--- src/rtl/rst_stretch_pkg.sv ---
package rst_stretch_pkg;

   // Stretch length in clock cycles; a nonzero override wins.
   function automatic int unsigned stretch_cycles(input int unsigned freq_hz,
                                                  input int unsigned dur_us,
                                                  input int unsigned override_cyc);
      if (override_cyc != 0)
         return override_cyc;
      return (freq_hz / 1_000_000) * dur_us;
   endfunction

   // Counter width able to hold the value n (at least one bit).
   function automatic int unsigned cnt_width(input int unsigned n);
      int unsigned w;
      w = 1;
      while ((n >> w) != 0)
         w++;
      return w;
   endfunction

endpackage

--- src/rtl/rst_sync_chain.sv ---
// Release synchronizer: asynchronous assert, synchronous deassert.
module rst_sync_chain #(
   parameter int unsigned STAGES = 2
) (
   input  logic clk,
   input  logic arst_n,
   output logic sync_n
);

   logic [STAGES-1:0] stage_q;

   generate
      for (genvar i = 0; i < STAGES; i++) begin : g_stage
         if (i == 0) begin : g_first
            always_ff @(posedge clk or negedge arst_n) begin
               if (!arst_n)
                  stage_q[0] <= 1'b0;
               else
                  stage_q[0] <= 1'b1;
            end
         end else begin : g_next
            always_ff @(posedge clk or negedge arst_n) begin
               if (!arst_n)
                  stage_q[i] <= 1'b0;
               else
                  stage_q[i] <= stage_q[i-1];
            end
         end
      end
   endgenerate

   assign sync_n = stage_q[STAGES-1];

endmodule

--- src/rtl/rst_stretch_cnt.sv ---
// Down-counter holding the internal reset for CYCLES after release/strobe.
module rst_stretch_cnt #(
   parameter int unsigned CYCLES = 20,
   parameter int unsigned CW     = 5
) (
   input  logic          clk,
   input  logic          arst_n,
   input  logic          go_n,
   input  logic          reload,
   output logic          busy,
   output logic [CW-1:0] cnt
);

   localparam logic [CW-1:0] FULL = CW'(CYCLES);

   generate
      if (CYCLES == 0) begin : g_no_stretch
         assign cnt  = '0;
         assign busy = !go_n;
      end else begin : g_counter
         logic [CW-1:0] cnt_q;

         always_ff @(posedge clk or negedge arst_n) begin
            if (!arst_n)
               cnt_q <= FULL;
            else if (!go_n)
               cnt_q <= FULL;
            else if (reload)
               cnt_q <= FULL;
            else if (cnt_q != '0)
               cnt_q <= cnt_q - 1'b1;
         end

         assign cnt  = cnt_q;
         assign busy = !go_n || (cnt_q != '0);
      end
   endgenerate

endmodule

--- src/rtl/rst_out_reg.sv ---
// Output flop so the chip reset never glitches on combinational terms.
module rst_out_reg (
   input  logic clk,
   input  logic arst_n,
   input  logic hold,
   output logic rst_n_o
);

   always_ff @(posedge clk or negedge arst_n) begin
      if (!arst_n)
         rst_n_o <= 1'b0;
      else
         rst_n_o <= !hold;
   end

endmodule

--- src/rtl/rst_stretch_top.sv ---
module rst_stretch_top #(
   parameter int unsigned CLK_FREQ_HZ = 100_000_000,
   parameter int unsigned STRETCH_US  = 500,
   parameter int unsigned STRETCH_OVR = 0,
   parameter int unsigned SYNC_STAGES = 2
) (
   input  logic clk,
   input  logic ext_rst_n,
   input  logic tune_wr,
   output logic rst_out_n
);

   import rst_stretch_pkg::*;

   localparam int unsigned CYCLES = stretch_cycles(CLK_FREQ_HZ, STRETCH_US, STRETCH_OVR);
   localparam int unsigned CW     = cnt_width(CYCLES);

   generate
      if (SYNC_STAGES < 2) begin : g_bad_sync
         $error("SYNC_STAGES must be at least 2");
      end
      if (STRETCH_OVR == 0 && CLK_FREQ_HZ < 1_000_000) begin : g_bad_freq
         $error("CLK_FREQ_HZ below 1 MHz needs STRETCH_OVR");
      end
   endgenerate

   logic          sync_n;
   logic          busy;
   logic [CW-1:0] cnt_q;

   rst_sync_chain #(.STAGES(SYNC_STAGES)) u_sync (
      .clk    (clk),
      .arst_n (ext_rst_n),
      .sync_n (sync_n)
   );

   rst_stretch_cnt #(.CYCLES(CYCLES), .CW(CW)) u_cnt (
      .clk    (clk),
      .arst_n (ext_rst_n),
      .go_n   (sync_n),
      .reload (tune_wr),
      .busy   (busy),
      .cnt    (cnt_q)
   );

   rst_out_reg u_out (
      .clk     (clk),
      .arst_n  (ext_rst_n),
      .hold    (busy),
      .rst_n_o (rst_out_n)
   );

endmodule

--- config.mk ---
export PLATFORM = sky130hd
export DESIGN_NAME = rst_stretch_top
export DESIGN_NICKNAME = d
export VERILOG_FILES = /design/src/rtl/rst_stretch_pkg.sv /design/src/rtl/rst_sync_chain.sv /design/src/rtl/rst_stretch_cnt.sv /design/src/rtl/rst_out_reg.sv /design/src/rtl/rst_stretch_top.sv
export SDC_FILE = /design/constraint.sdc
export NUM_CORES = 1
export LEC_CHECK = 0
export BUFFER_PORTS_ARGS = -buffer_cell sky130_fd_sc_hd__buf_2
export CAP_MARGIN = 20
export CORE_ASPECT_RATIO = 1.1
export CORE_MARGIN = 3
export CORE_UTILIZATION = 40
export CTS_CLUSTER_DIAMETER = 60
export DETAILED_ROUTE_END_ITERATION = 10
export MAX_ROUTING_LAYER = met4
export SLEW_MARGIN = 40
export SYNTH_ARGS = -nofsm -noshare
export SYNTH_HDL_FRONTEND = slang
export SYNTH_SLANG_ARGS = --single-unit
--- constraint.sdc ---
create_clock -name clk -period 2.4 [get_ports clk]
set_clock_uncertainty 0.1 [all_clocks]
set_input_delay 0.48 -clock clk [delete_from_list [all_inputs] [get_ports clk]]
set_output_delay 0.48 -clock clk [all_outputs]
set_load 0.05 [all_outputs]
## Word level (Yosys, flattened, before mapping)

Index checks and enable logic that the tools add are counted.

- Flip-flop bits (word level): 19
- Latch bits: 0
- RAM bits: 0
- Memory bits (read-only): 0
- Input bits: 3
- Output and inout bits: 1
- Logic and storage cells: 13
- Memories: 0

- $add $sub $neg: 1
- Multipliers: 0
- Divide/modulo/power cells: 0
- Order comparisons: 0
- Equal/unequal tests: 1
- Shifts and indexed selects: 0
- Muxes and demuxes: 3
- Bitwise operators: 0
- Reduce and logical (&&, ||, !) cells: 4

Operators by type and width:

| operator | number |
|---|---|
| 16-bit two-way mux | 3 |
| 16-bit nonzero test | 1 |
| 16-bit by 1-bit subtractor with 16-bit output, second input constant | 1 |
| 3-bit by 2-bit != test with 1-bit output, second input constant | 1 |
| 1-bit zero test | 2 |
| 1-bit logical OR | 1 |

## Longest topological paths before layout

- Word-level depth: 4
- Gate-level depth with buffers: 7
- Gate-level depth less buffers: 6

## Modules after synthesis

A second synthesis with hierarchy kept.

- Cell total of the unflattened synthesis: 106
- Area total of the unflattened synthesis: 998.5 µm²

By module, submodules not included:

| module | instances | cells an instance | area an instance (µm²) | sequential area each (µm²) |
|---|---|---|---|---|
| rst_stretch_cnt | 1 | 101 | 915.9 | 407.9 |
| rst_sync_chain | 1 | 3 | 53.8 | 50.0 |
| rst_out_reg | 1 | 2 | 28.8 | 25.0 |

## Worst setup path before layout

Ideal clock, no wire load.

- Kind: register -> register
- Start: reg u_cnt.g_counter.cnt_q[0], in the netlist u_cnt.cnt[0]
- End: reg u_cnt.g_counter.cnt_q[5], in the netlist u_cnt.cnt[5]
- Library setup time: 79 ps
- Data arrival time: 1,780 ps
- Required time: 2,221 ps
- Setup slack: 441 ps
- Stages on the path, launching flop included: 8
- Buffers on the path: 1
- Clock period less this slack: 1,959 ps
- Cells stage by stage: dfrtp_1 > inv_1 > ha_1 > nor3b_1 > and4_1 > clkbuf_1 > a2111oi_0 > mux2i_1

- Longest elaborated chain between the ends: 4
- Elaborated cells on any way between the ends: 6
- Classes of those cells: 1 x add/sub; 1 x eq/ne; 3 x mux; 1 x reduce/logical

RTL lines:

| what | line | RTL |
|---|---|---|
| start, declared | rst_stretch_cnt.sv:21 | `logic [CW-1:0] cnt_q;` |
| start signal, assigned | rst_stretch_cnt.sv:31 | `cnt_q <= cnt_q - 1'b1;` |
| 16-bit by 1-bit subtractor with 16-bit output | rst_stretch_cnt.sv:31 |  |
| 16-bit two-way mux | rst_stretch_cnt.sv:30 | `else if (cnt_q != '0)` |
| 16-bit two-way mux | rst_stretch_cnt.sv:28 | `else if (reload)` |
| 16-bit two-way mux | rst_stretch_cnt.sv:26 | `else if (!go_n)` |

Several ways; a longest one is shown, not always the timed one. The select of a mux whose other input is x is not followed.
A chain may end at the register's enable or synchronous reset.

## Worst setup path in the final report

Same ends and word-level chain as after synthesis.

==> metrics.md <==
| Metric | Value |
|---|---|
| Commonest non-fill, non-tap cell in the layout | dfrtp_1 |
| Peak supply drop | just over 0.3 mV |
| R2r worst-path depth | 6 |
| Initial antenna violation count | 0 |
| Die span in y | 60.1 um |
| Final hold vios | 4 |
| Post-Syn Nets | 112 |
| Final setup fails | 0 |
| TritonCTS clock tree | done |
| Die footprint | about 0.0033 mm2 |
| 1st-iter DRT viols | 15 |
| Clock Latency Late Sink | about 290 ps |
| CP max stage cell | a2111oi_0 |
| Synth Register Bits | 19 |
| Setup crit start kind | flip-flop |
| CP endpoint kind | flip-flop |
| Final WL | 2.11 mm |
| Top cell type's share of synthesized area | a little under a third |
| Starting Density | 44.5% |
| Placed Cells | between 100 and 150 |
| Cts repair resizes | 0 |
| Layout cell share with drive strength beyond 1 | just under 20% |
| Period utilisation layout | between 80% and 90% |
| Die width | 55.2 um |
| ANT nets after route | 0 |
| Leak pwr | approximately 0.42 nW |
| Vias in the first global route | around 800 |
| FF-to-FF setup slack | between 200 and 250 ps |
| Drt via density | just under 6 |
| Final HPWL DP | around 1.6 mm |
| Largest net degree at the start of global routing | 20 |
| Final Non-Filler Cells | 143 |
| CP peak stage delay | between 500 and 600 ps |
| Synth area leader | dfrtp_1 |
| Global route total overflow | 0 |
| TNS Setup | 0 ps |
| Max transition margin | approximately 63% |
| RSZ-0062 raised after global routing | no |
| Cell variety after synth | about 40 |
| Max Cap Viol | 0 |
| GP Congestion | between 0.8 and 0.9 |
| Warnings from Yosys | 0 |
| Critical Path RT | ~2500 ps |
| CP cell instances | inv_1, ha_1, nor3b_1, and4_1, a2111oi_0, mux2i_1 |
| CTS buffer count | 3 |
| Synth async-reset ratio | 100% |
| Rows | 18 |
| Port Buffers | 3 |
| Hold Path Class | in2async |
| Post-synthesis sequential area ratio | a little under half |
| Minimum clock period | roughly 2200 ps |
| Hold Buf Count CTS | 0 |
| Clk buf depth | 2 |
| Slew at the pin with the worst max-slew slack | between 500 and 600 ps |
| Max-slew violation count | 0 |
| Critical Path AT | between 2000 and 2500 ps |
| Area growth, synth to finish | 6.35% |
| Synth top area cells | dfrtp_1 31%, dfstp_2 15%, a21oi_1 3.8% |
| DRC violations left | 0 |
| Final total power | 0.559 mW |
| ANT cells | 0 |
| I/O pin count | 4 |
| First-pass GRT wire length | 3.69 mm |
| Avg Inst Size Synth | roughly 9.8 um2 |
| Fmax | roughly 0.46 GHz |
| Number of flops mapped to enable cells by yosys | 0 |
| Reg-to-reg startpoint | u_cnt.cnt[0] |
| Total core area | 0.00239 mm2 |
| Pre-Repair DR Iteration Count | 4 |
| Failing checks | negative hold slack |
| Critical path type | reg2reg |
| Synth Flop Type | dfrtp_1 |
| CTS Root Cell | clkbuf_4 |
| Most frequent cells in the layout | 13 x dfrtp_1, 8 x nand2_1, 8 x a21oi_1 |
| Worst-path fanout max | 9 |
| WL/cell | 14.7 um |
| # H-tree levels | 1 |
| PwrDens | approximately 500 mW/mm2 |
| Worst-path clk slew | 110 ps |
| Mapped Cells | approximately 110 |
| Via Count | ~840 |
| Cell area after synthesis | around 0.0011 mm2 |
| CTS Sinks | 19 |
| GR Util All Layers | 16.3% |
| Post-CTS Setup Bufs | 0 |
| Fin nets | between 100 and 150 |
| Worst R2R End | u_cnt.cnt[5] |
| Outcome | complete, but fails checks |
| Final hold slack | -3.03 ps |
## metrics by stage
stage | utilization [%] | instance area [um2] | hold WS [ps] | worst slack [ps]
3_3_place_gp | 46.3 | 1100 | 239 | 294
2_1_floorplan | - | 1060 | 84.4 | 441
3_5_place_dp | 46.3 | 1100 | 244 | 244
4_1_cts | 47.4 | 1130 | 11.1 | 204
6_report | 47.4 | 1130 | -3.03 | 245
5_1_grt | 47.4 | 1130 | 8.93 | 119
## where the power goes
part	internal, mW	switching [mW]
combinational	0.0215	0.0343
clock	0.0647	0.0983
sequential	0.330	0.00986
## cell type report
cell class	instances	area, um2
sequential	19	483
multi-input combinational	82	543
tap	30	37.5
clock buffer	4	26.3
inverter	3	11.3
timing repair buffer	5	30.0
fill	232	1260
## synth_stat cells (2+ instances only)
cell,count
mux2i_1,4
nor4_2,2
and4_1,2
o21ai_1,2
a211oi_1,2
nand3_1,2
clkbuf_1,2
nand4b_1,2
nand2_1,8
nor2_1,6
or4_1,2
inv_1,3
or2_2,2
or3_1,4
nand2b_1,5
or4_4,2
o31ai_1,4
o21ai_0,2
dfstp_2,6
a21oi_1,8
nand4_1,2
nor3_1,5
dfrtp_1,13
## worst max-delay path: cells and delay by family (launching register included)
kind            cells  cell delay (ps)
compound gates      1              560
fa+ha+maj           1              200
buf+inv             1               60
flops               1              410
mux                 1              270
simple gates        2              470
## worst max-delay path by stage
| stage | startpoint | depth (start not counted) | endpoint |
|---|---|---|---|
| after floorplan | u_cnt.cnt[0] | 7 | u_cnt.cnt[5] |
| after global placement | tune_wr | 6 | u_cnt.cnt[5] |
| after detailed placement | u_cnt.cnt[0] | 6 | u_cnt.cnt[5] |
| after CTS | u_cnt.cnt[0] | 6 | u_cnt.cnt[5] |
| after global routing | u_cnt.cnt[0] | 6 | u_cnt.cnt[5] |
| final | u_cnt.cnt[0] | 6 | u_cnt.cnt[5] |
## metal layers
layer  routed length (um)  part of all wire (%)  GRT usage [%]  vias up
met5                    0                     0              -        -
met4                   29                   1.4           8.33        0
met3                   56                   2.7           2.99        4
met2                 1020                    48           25.2       16
met1                 1000                    48           20.1      400
li1                     -                     -              -      419
## flip-flops by register name (all words and copies together) (netlist names)
signal and count:
u_cnt.cnt 16, u_out.rst_n_o 1, u_sync.stage_q 1, u_sync.sync_n 1
## cells by family after synthesis
group	count (synthesis)	share of synthesized area, %
AO/OA/AOI/OAI	25	15.4
multiplexers	5	4.82
buffers and inverters	7	3.53
AND/OR/NAND/NOR	50	29.3
flip-flops	19	45.4
adder cells (fa/ha/maj)	1	1.18
other	1	0.353
Power figures use the tool's default switching activity.
